**src/rtl/idec_pkg.sv**
```systemverilog
// Package: shared widths and class codes for the instruction byte decoder.
// Assumes a 32-bit constant and a one-byte register-pair field.
package idec_pkg;
    localparam int WORD_W      = 32;
    localparam int CONST_BYTES = WORD_W / 8;
    localparam int WIN_BYTES   = 2 + CONST_BYTES;
    localparam int WIN_W       = WIN_BYTES * 8;
    localparam int LEN_W       = $clog2(WIN_BYTES + 1);
    localparam logic [3:0] NO_REG = 4'h8;

    localparam logic [3:0] C_NOP   = 4'h0;
    localparam logic [3:0] C_STOP  = 4'h1;
    localparam logic [3:0] C_RMOV  = 4'h2;
    localparam logic [3:0] C_IMOV  = 4'h3;
    localparam logic [3:0] C_STORE = 4'h4;
    localparam logic [3:0] C_LOAD  = 4'h5;
    localparam logic [3:0] C_ALU   = 4'h6;
    localparam logic [3:0] C_BR    = 4'h7;
    localparam logic [3:0] C_CALL  = 4'h8;
    localparam logic [3:0] C_RET   = 4'h9;
    localparam logic [3:0] C_PUSH  = 4'hA;
    localparam logic [3:0] C_POP   = 4'hB;

    localparam logic [3:0] ALU_MAX = 4'h3;
    localparam logic [3:0] BR_MAX  = 4'h6;

    // Shape of an instruction as seen by the byte extractors.
    typedef struct packed {
        logic             ok;
        logic             has_reg;
        logic             has_const;
        logic [LEN_W-1:0] len;
    } ishape_t;
endpackage

```
**src/rtl/idec_split.sv**
```systemverilog
// Module: idec_split
// Cuts the fetch window into bytes and the first byte into class and variant.
// Assumes byte k of the window occupies bits [8k+7:8k].
module idec_split
    import idec_pkg::*;
#(
    parameter int NB = WIN_BYTES
) (
    input  logic [NB*8-1:0]     win_i,
    output logic [NB-1:0][7:0]  bytes_o,
    output logic [3:0]          cls_o,
    output logic [3:0]          var_o
);
    // Byte slicing, one slice per window byte.
    for (genvar k = 0; k < NB; k++) begin : g_byte
        assign bytes_o[k] = win_i[8*k +: 8];
    end

    // Opcode byte nibble split.
    always_comb begin
        cls_o = bytes_o[0][7:4];
        var_o = bytes_o[0][3:0];
    end
endmodule

```
**src/rtl/idec_classify.sv**
```systemverilog
// Module: idec_classify
// Maps class and variant to validity, field presence and length.
// Assumes invalid codes are reported as one-byte instructions with no fields.
module idec_classify
    import idec_pkg::*;
(
    input  logic [3:0] cls_i,
    input  logic [3:0] var_i,
    output ishape_t    shape_o
);
    logic var_ok;

    // Variant range check per class.
    always_comb begin
        unique case (cls_i)
            C_ALU:   var_ok = (var_i <= ALU_MAX);
            C_BR:    var_ok = (var_i <= BR_MAX);
            default: var_ok = (var_i == 4'h0);
        endcase
    end

    // Shape lookup; unknown classes and bad variants collapse to length 1.
    always_comb begin
        shape_o = '{ok: 1'b0, has_reg: 1'b0, has_const: 1'b0, len: LEN_W'(1)};
        if (var_ok) begin
            unique case (cls_i)
                C_NOP, C_STOP, C_RET: begin
                    shape_o.ok  = 1'b1;
                    shape_o.len = LEN_W'(1);
                end
                C_RMOV, C_ALU, C_PUSH, C_POP: begin
                    shape_o.ok      = 1'b1;
                    shape_o.has_reg = 1'b1;
                    shape_o.len     = LEN_W'(2);
                end
                C_BR, C_CALL: begin
                    shape_o.ok        = 1'b1;
                    shape_o.has_const = 1'b1;
                    shape_o.len       = LEN_W'(1 + CONST_BYTES);
                end
                C_IMOV, C_STORE, C_LOAD: begin
                    shape_o.ok        = 1'b1;
                    shape_o.has_reg   = 1'b1;
                    shape_o.has_const = 1'b1;
                    shape_o.len       = LEN_W'(2 + CONST_BYTES);
                end
                default: shape_o.ok = 1'b0;
            endcase
        end
    end
endmodule

```
**src/rtl/idec_fields.sv**
```systemverilog
// Module: idec_fields
// Extracts register identifiers and the little-endian constant.
// Assumes the constant starts at byte 2 when a register byte exists, else byte 1.
module idec_fields
    import idec_pkg::*;
(
    input  logic [WIN_BYTES-1:0][7:0] bytes_i,
    input  ishape_t                   shape_i,
    output logic [3:0]                ra_o,
    output logic [3:0]                rb_o,
    output logic [WORD_W-1:0]         valc_o
);
    logic [WORD_W-1:0] after_reg;
    logic [WORD_W-1:0] after_op;

    // Two candidate constant alignments, byte by byte.
    for (genvar j = 0; j < CONST_BYTES; j++) begin : g_cbyte
        assign after_reg[8*j +: 8] = bytes_i[2 + j];
        assign after_op[8*j +: 8]  = bytes_i[1 + j];
    end

    // Register identifiers, defaulting to the no-register code.
    always_comb begin
        if (shape_i.has_reg) begin
            ra_o = bytes_i[1][7:4];
            rb_o = bytes_i[1][3:0];
        end else begin
            ra_o = NO_REG;
            rb_o = NO_REG;
        end
    end

    // Constant selection by alignment, zero when absent.
    always_comb begin
        if (!shape_i.has_const)     valc_o = '0;
        else if (shape_i.has_reg)   valc_o = after_reg;
        else                        valc_o = after_op;
    end
endmodule

```
**src/rtl/instr_len_decoder.sv**
```systemverilog
// Module: instr_len_decoder
// Top of the combinational instruction byte decoder: fields, length, next PC.
// Assumes the window was fetched at pc; no state, no clock.
module instr_len_decoder
    import idec_pkg::*;
(
    input  logic [47:0] fetch_win,
    input  logic [31:0] pc,
    output logic [3:0]  icode,
    output logic [3:0]  ifun,
    output logic [3:0]  ra,
    output logic [3:0]  rb,
    output logic [31:0] valc,
    output logic [2:0]  ilen,
    output logic [31:0] next_pc,
    output logic        bad_instr
);
    logic [WIN_BYTES-1:0][7:0] win_bytes;
    ishape_t                   shape;

    idec_split #(.NB(WIN_BYTES)) u_split (
        .win_i   (fetch_win),
        .bytes_o (win_bytes),
        .cls_o   (icode),
        .var_o   (ifun)
    );

    idec_classify u_class (
        .cls_i   (icode),
        .var_i   (ifun),
        .shape_o (shape)
    );

    idec_fields u_fields (
        .bytes_i (win_bytes),
        .shape_i (shape),
        .ra_o    (ra),
        .rb_o    (rb),
        .valc_o  (valc)
    );

    // Length, flag and sequential successor address.
    always_comb begin
        ilen      = shape.len;
        bad_instr = !shape.ok;
        next_pc   = pc + {{(WORD_W-LEN_W){1'b0}}, shape.len};
    end
endmodule

```
**config.mk**
```make
export PLATFORM = sky130hd
export DESIGN_NAME = instr_len_decoder
export DESIGN_NICKNAME = d
export VERILOG_FILES = /design/src/rtl/idec_pkg.sv /design/src/rtl/idec_split.sv /design/src/rtl/idec_classify.sv /design/src/rtl/idec_fields.sv /design/src/rtl/instr_len_decoder.sv
export SDC_FILE = /design/constraint.sdc
export NUM_CORES = 1
export LEC_CHECK = 0
export ABC_CLOCK_PERIOD_IN_PS = 5200
export BUFFER_PORTS_ARGS = -buffer_cell sky130_fd_sc_hd__buf_2
export CORE_MARGIN = 3
export CORE_UTILIZATION = 35
export DETAILED_ROUTE_END_ITERATION = 10
export PLACE_DENSITY = 0.95
export SLEW_MARGIN = 5
export SYNTH_ARGS = -nofsm -noshare
export SYNTH_HDL_FRONTEND = slang
export SYNTH_SLANG_ARGS = --single-unit
```
**constraint.sdc**
```tcl
create_clock -name vclk -period 5.2
set_input_delay 1.04 -clock vclk [all_inputs]
set_output_delay 1.04 -clock vclk [all_outputs]
set_load 0.01 [all_outputs]
```
## After elaboration in Yosys (flattened, before gate mapping)

Cells that the tools add are included.

- Register bits after elaboration: 0
- Bits in latches: 0
- RAM bits: 0
- ROM bits: 0
- Input bits: 80
- Output and inout port bits: 84
- Word-level logic and storage cells: 33
- Memories kept: 0

- Add/subtract/negate cells: 1
- Multiply operators: 0
- Div/mod/pow operators: 0
- Magnitude comparators: 2
- Equal/unequal tests: 11
- Shifts and indexed selects: 0
- Muxes and demuxes: 10
- Bitwise operators: 0
- Reduce and logical (&&, ||, !) cells: 9

Operators with widths:

| kind | number |
|---|---|
| 32-bit two-way mux | 2 |
| 32-bit by 3-bit adder with 32-bit output | 1 |
| 4-bit by 3-bit equality test with 1-bit output, second input constant | 4 |
| 4-bit equality test, second input constant | 4 |
| 12-bit OR reduction | 1 |
| 3-bit one-hot mux with 3 select lines | 1 |
| 4-bit by 2-bit equality test with 1-bit output, second input constant | 2 |
| 4-bit zero test | 2 |
| 4-bit two-way mux | 2 |
| 7-bit OR reduction | 1 |
| 6-bit two-way mux | 1 |
| 5-bit OR reduction | 1 |
| 4-bit by 1-bit equality test with 1-bit output, second input constant | 1 |
| 4-bit by 2-bit less-or-equal comparator with 1-bit output, second input constant | 1 |
| 4-bit by 3-bit less-or-equal comparator with 1-bit output, second input constant | 1 |
| 4-bit OR reduction | 1 |
| 1-bit two-way mux | 3 |
| 3-bit OR reduction | 1 |
| 1-bit one-hot mux with 2 select lines | 1 |
| 2-bit OR reduction | 1 |
| 1-bit zero test | 1 |

## Depth between registers and ports, before layout

- Depth in word-level cells: 6
- Depth in mapped cells: 11
- Gate-level depth less buffers: 10

## By module

A second synthesis with hierarchy kept.

- Cell total of the unflattened synthesis: 252
- Area, all modules: 1,901.8 um2

By module, submodules not included:

| module | instances | cells each | area each (um2) | sequential area each (um2) |
|---|---|---|---|---|
| instr_len_decoder | 1 | 95 | 681.9 | 0.0 |
| idec_fields | 1 | 80 | 664.4 | 0.0 |
| idec_split | 1 | 56 | 420.4 | 0.0 |
| idec_classify | 1 | 21 | 135.1 | 0.0 |

## Least setup slack after synthesis

OpenSTA, ideal clock, no wires.

- Kind: input-to-output
- Start point: input fetch_win[6]
- End point: output next_pc[20]
- Arrival: 3,883 ps
- Required time: 4,160 ps
- Slack: 277 ps
- Stages on the path: 11
- Buffers on the path: 2
- Cell sequence: clkbuf_1 -> mux2_2 -> clkbuf_1 -> nand3_1 -> ha_1 -> inv_1 -> fa_1 -> nand2b_1 -> a2111oi_4 -> nor4b_4 -> xor2_1

- Longest elaborated chain between the ends: 5
- Elaborated cells on any way between the ends: 16
- Those cells by class: 1 x add/sub; 9 x eq/ne; 3 x mux; 3 x reduce/logical

Ends and longest elaborated chain:

| item | line | source |
|---|---|---|
| start, declared | instr_len_decoder.sv:7 | `input logic [47:0] fetch_win,` |
| 4-bit by 2-bit equality test with 1-bit output (tied with other cells) | idec_classify.sv:26 | `unique case (cls_i)` |
| 4-bit OR reduction (tied with other cells) | idec_classify.sv:26 |  |
| 3-bit one-hot mux with 3 select lines | idec_classify.sv:26 |  |
| 6-bit two-way mux * | idec_classify.sv:25 | `if (var_ok) begin` |
| via ilen[0] | instr_len_decoder.sv:14 | `output logic [2:0] ilen,` |
| 32-bit by 3-bit adder with 32-bit output * | instr_len_decoder.sv:46 | `next_pc = pc + {{(WORD_W-LEN_W){1'b0}}, shape.len};` |
| end, declared | instr_len_decoder.sv:15 | `output logic [31:0] next_pc,` |

Mark *: on every way through the listed nets, which the timed path passes. The rest lies on a longest branch.

## Final worst setup path

- Start point: input fetch_win[7]
- End point: output next_pc[18]

- Longest elaborated chain between the ends: 5
- Elaborated cells on any way between the ends: 16
- Those cells by class: 1 x add/sub; 9 x eq/ne; 3 x mux; 3 x reduce/logical

Ends and longest elaborated chain:

| item | line |
|---|---|
| 4-bit by 2-bit equality test with 1-bit output (tied with other cells) | idec_classify.sv:26 |
| 4-bit OR reduction (tied with other cells) | idec_classify.sv:26 |
| 3-bit one-hot mux with 3 select lines | idec_classify.sv:26 |
| 6-bit two-way mux * | idec_classify.sv:25 |
| 32-bit by 3-bit adder with 32-bit output * | instr_len_decoder.sv:46 |

Mark *: on every way between the ends. The rest lies on a longest branch, timed or not.

==> summary.md <==
| Metric | Value |
|---|---|
| Final setup TNS | `0 ns` |
| VDD IR max | `0.03487 mV` |
| Outcome | `finished clean` |
| Hold endpoint | `ifun[2]` |
| Initial antenna violation count | `0` |
| Top cells by area, synth | `nand2_1 20%, a21oi_1 13%, xnor2_1 12%` |
| Top-count cell post-synth | `nand2_1` |
| Hold Crit Start | `fetch_win[2]` |
| FF+latch count | `0` |
| Iteration-0 DRC Markers | `140` |
| Inserted Diodes | `0` |
| Synth top area share | `20.47%` |
| HP Class | `input port to output port` |
| Period utilisation layout | `92.81%` |
| Post-Place Setup Slack | `roughly 0.41 ns` |
| Largest net degree at the start of global routing | `33` |
| Endpoints failing setup | `0` |
| Mapped Avg Cell Area | `5.736 µm²` |
| Unrepaired setup endpoints after global routing | `false` |
| Distinct cell type count after synthesis | `37` |
| # port buffers | `between 150 and 200` |
| Cell Rows | `22` |
| Worst Hold Margin | `2.282 ns` |
| Layout Area Growth over Synthesis | `58.89%` |
| Fmax | `207.2 MHz` |
| Synth top cells by count | `76 x nand2_1, 37 x a21oi_1, 19 x xnor2_1` |
| Hold Buf Count CTS | `0` |
| CP Max Fanout | `8` |
| Register Area | `0 µm²` |
| Worst slew margin | `61.92%` |
| Final nets | `480` |
| Total GRT Usage | `22.82%` |
| Number of max-cap violations | `0` |
| Synthesized instance count | `243` |
| Vias | `~2.2k` |
| Die Y | `69.11 µm` |
| Core area | `roughly 3700 µm²` |
| Post-synthesis sequential area ratio | `0%` |
| Final setup margin | `about 0.37 ns` |
| Synth area leader | `nand2_1` |
| Kind of critical path | `input port to output port` |
| Worst setup SP type | `input port` |
| Global route total overflow | `0` |
| DP HPWL | `around 5 mm` |
| # IOs | `164` |
| Worst slew pin tran | `around 0.57 ns` |
| Layout cell share with drive strength beyond 1 | `46.45%` |
| Via density | `5.043` |
| DR WL/cell | `13.22 µm` |
| Yosys warns | `0` |
| Placer Congestion | `between 0.9 and 1` |
| Crit path launch | `fetch_win[7]` |
| DIE AREA | `approximately 4800 µm²` |
| Chip width | `69.11 µm` |
| WP data required | `between 4 and 5 ns` |
| Vias in the first global route | `between 2k and 2.5k` |
| Leakage | `1.282 nW` |
| Hold path depth | `2` |
| Fin. max-slew vios | `0` |
| Routed WL | `5.845 mm` |
| Synthesized cell area | `1394 µm²` |
| Critical path arrival | `3.79 ns` |
| First-pass GRT wire length | `9.494 mm` |
| Starting Density | `37.23%` |
| Pwr per Cell Area | `66.20 nW/µm²` |
| Final ANT Viol Nets | `0` |
| CLK BUF | `0` |
| Final hold violations | `0` |
| Post-cts resize count | `0` |
| DRC | `0` |
| Final Critical Period | `about 4.8 ns` |
| Power consumption | `0.0001466 W` |
| DR pass1 iterations | `4` |
| Worst setup EP type | `output port` |
| Syn Nets | `327` |
| Setup Fix Bufs, Post-CTS | `0` |
==> cell families after synthesis <==
| family | after synthesis | share of synthesized area, % |
|---|---|---|
| AOI/OAI and AO/OA | 42 | 17.86 |
| xor gates and xnor gates | 30 | 18.85 |
| adders and majority gates | 4 | 4.130 |
| buffers and inverters | 32 | 11.04 |
| muxes | 2 | 1.526 |
| and+or+nand+nor | 133 | 46.59 |
==> report_power, final <==
group	switching [W]	leakage [nW]	internal [W]
sequential	0	0	0
clock	0	0	0
combinational	0.0000834	1.28	0.0000632
==> worst max-delay path by stage <==
stage                       end  slack (ns)  depth (start not counted)
CTS                 next_pc[18]        0.38                         13
global placement    next_pc[18]        0.54                         11
detailed placement  next_pc[18]        0.41                         13
finish              next_pc[18]        0.37                         13
floorplan           next_pc[20]        0.28                         11
global route        next_pc[18]        0.21                         13
==> layer usage <==
metal | vias to the layer above | part of all wire, % | track usage (%)
met5 | - | 0 | 0
li1 | 1116 | - | -
met1 | 987 | 36 | 26.09
met3 | 6 | 11 | 5.394
met2 | 120 | 52 | 43.33
met4 | 0 | 1.2 | 3.037
==> per-stage QoR <==
stage / utilization [%] / std cells / cell area (µm²)
finish: 59.16 / 442 / 2215
detailed placement: 59.16 / 442 / 2215
global placement: 59.16 / 442 / 2215
floorplan: - / 243 / 1394
CTS: 59.16 / 442 / 2215
global route: 59.16 / 442 / 2215
==> cell usage in the layout, fill, tap and decap left out, drive strengths merged, types with 2 or more instances in the layout <==
master  Yosys  final
nand3      14     14
a211oi      2      2
and4        2      2
or2         3      3
nor2        9      9
nand2      76     76
nand4      10     10
nor4        2      2
and3        6      6
nand2b      2      2
inv        14     14
xnor2      19     19
xor2       11     11
a21oi      37     37
ha          3      3
buf        11    169
==> final cells by class <==
type | count | area, µm²
inverter | 14 | 52.55
tap | 48 | 60.06
multi-input combinational | 211 | 1244
timing repair buffer | 169 | 858.3
fill | 333 | 1529
==> worst max-delay path, cell delays in order <==
cell	delay, ns
buf_2	0.13
and3b_1	0.20
a31o_2	0.26
nand3_1	0.11
ha_1	0.20
inv_1	0.06
fa_1	0.39
nand2b_1	0.24
a2111oi_4	0.41
buf_4	0.22
nor3b_1	0.23
xor2_1	0.16
buf_2	0.14
Note: power is estimated with default switching activity, not from simulation.
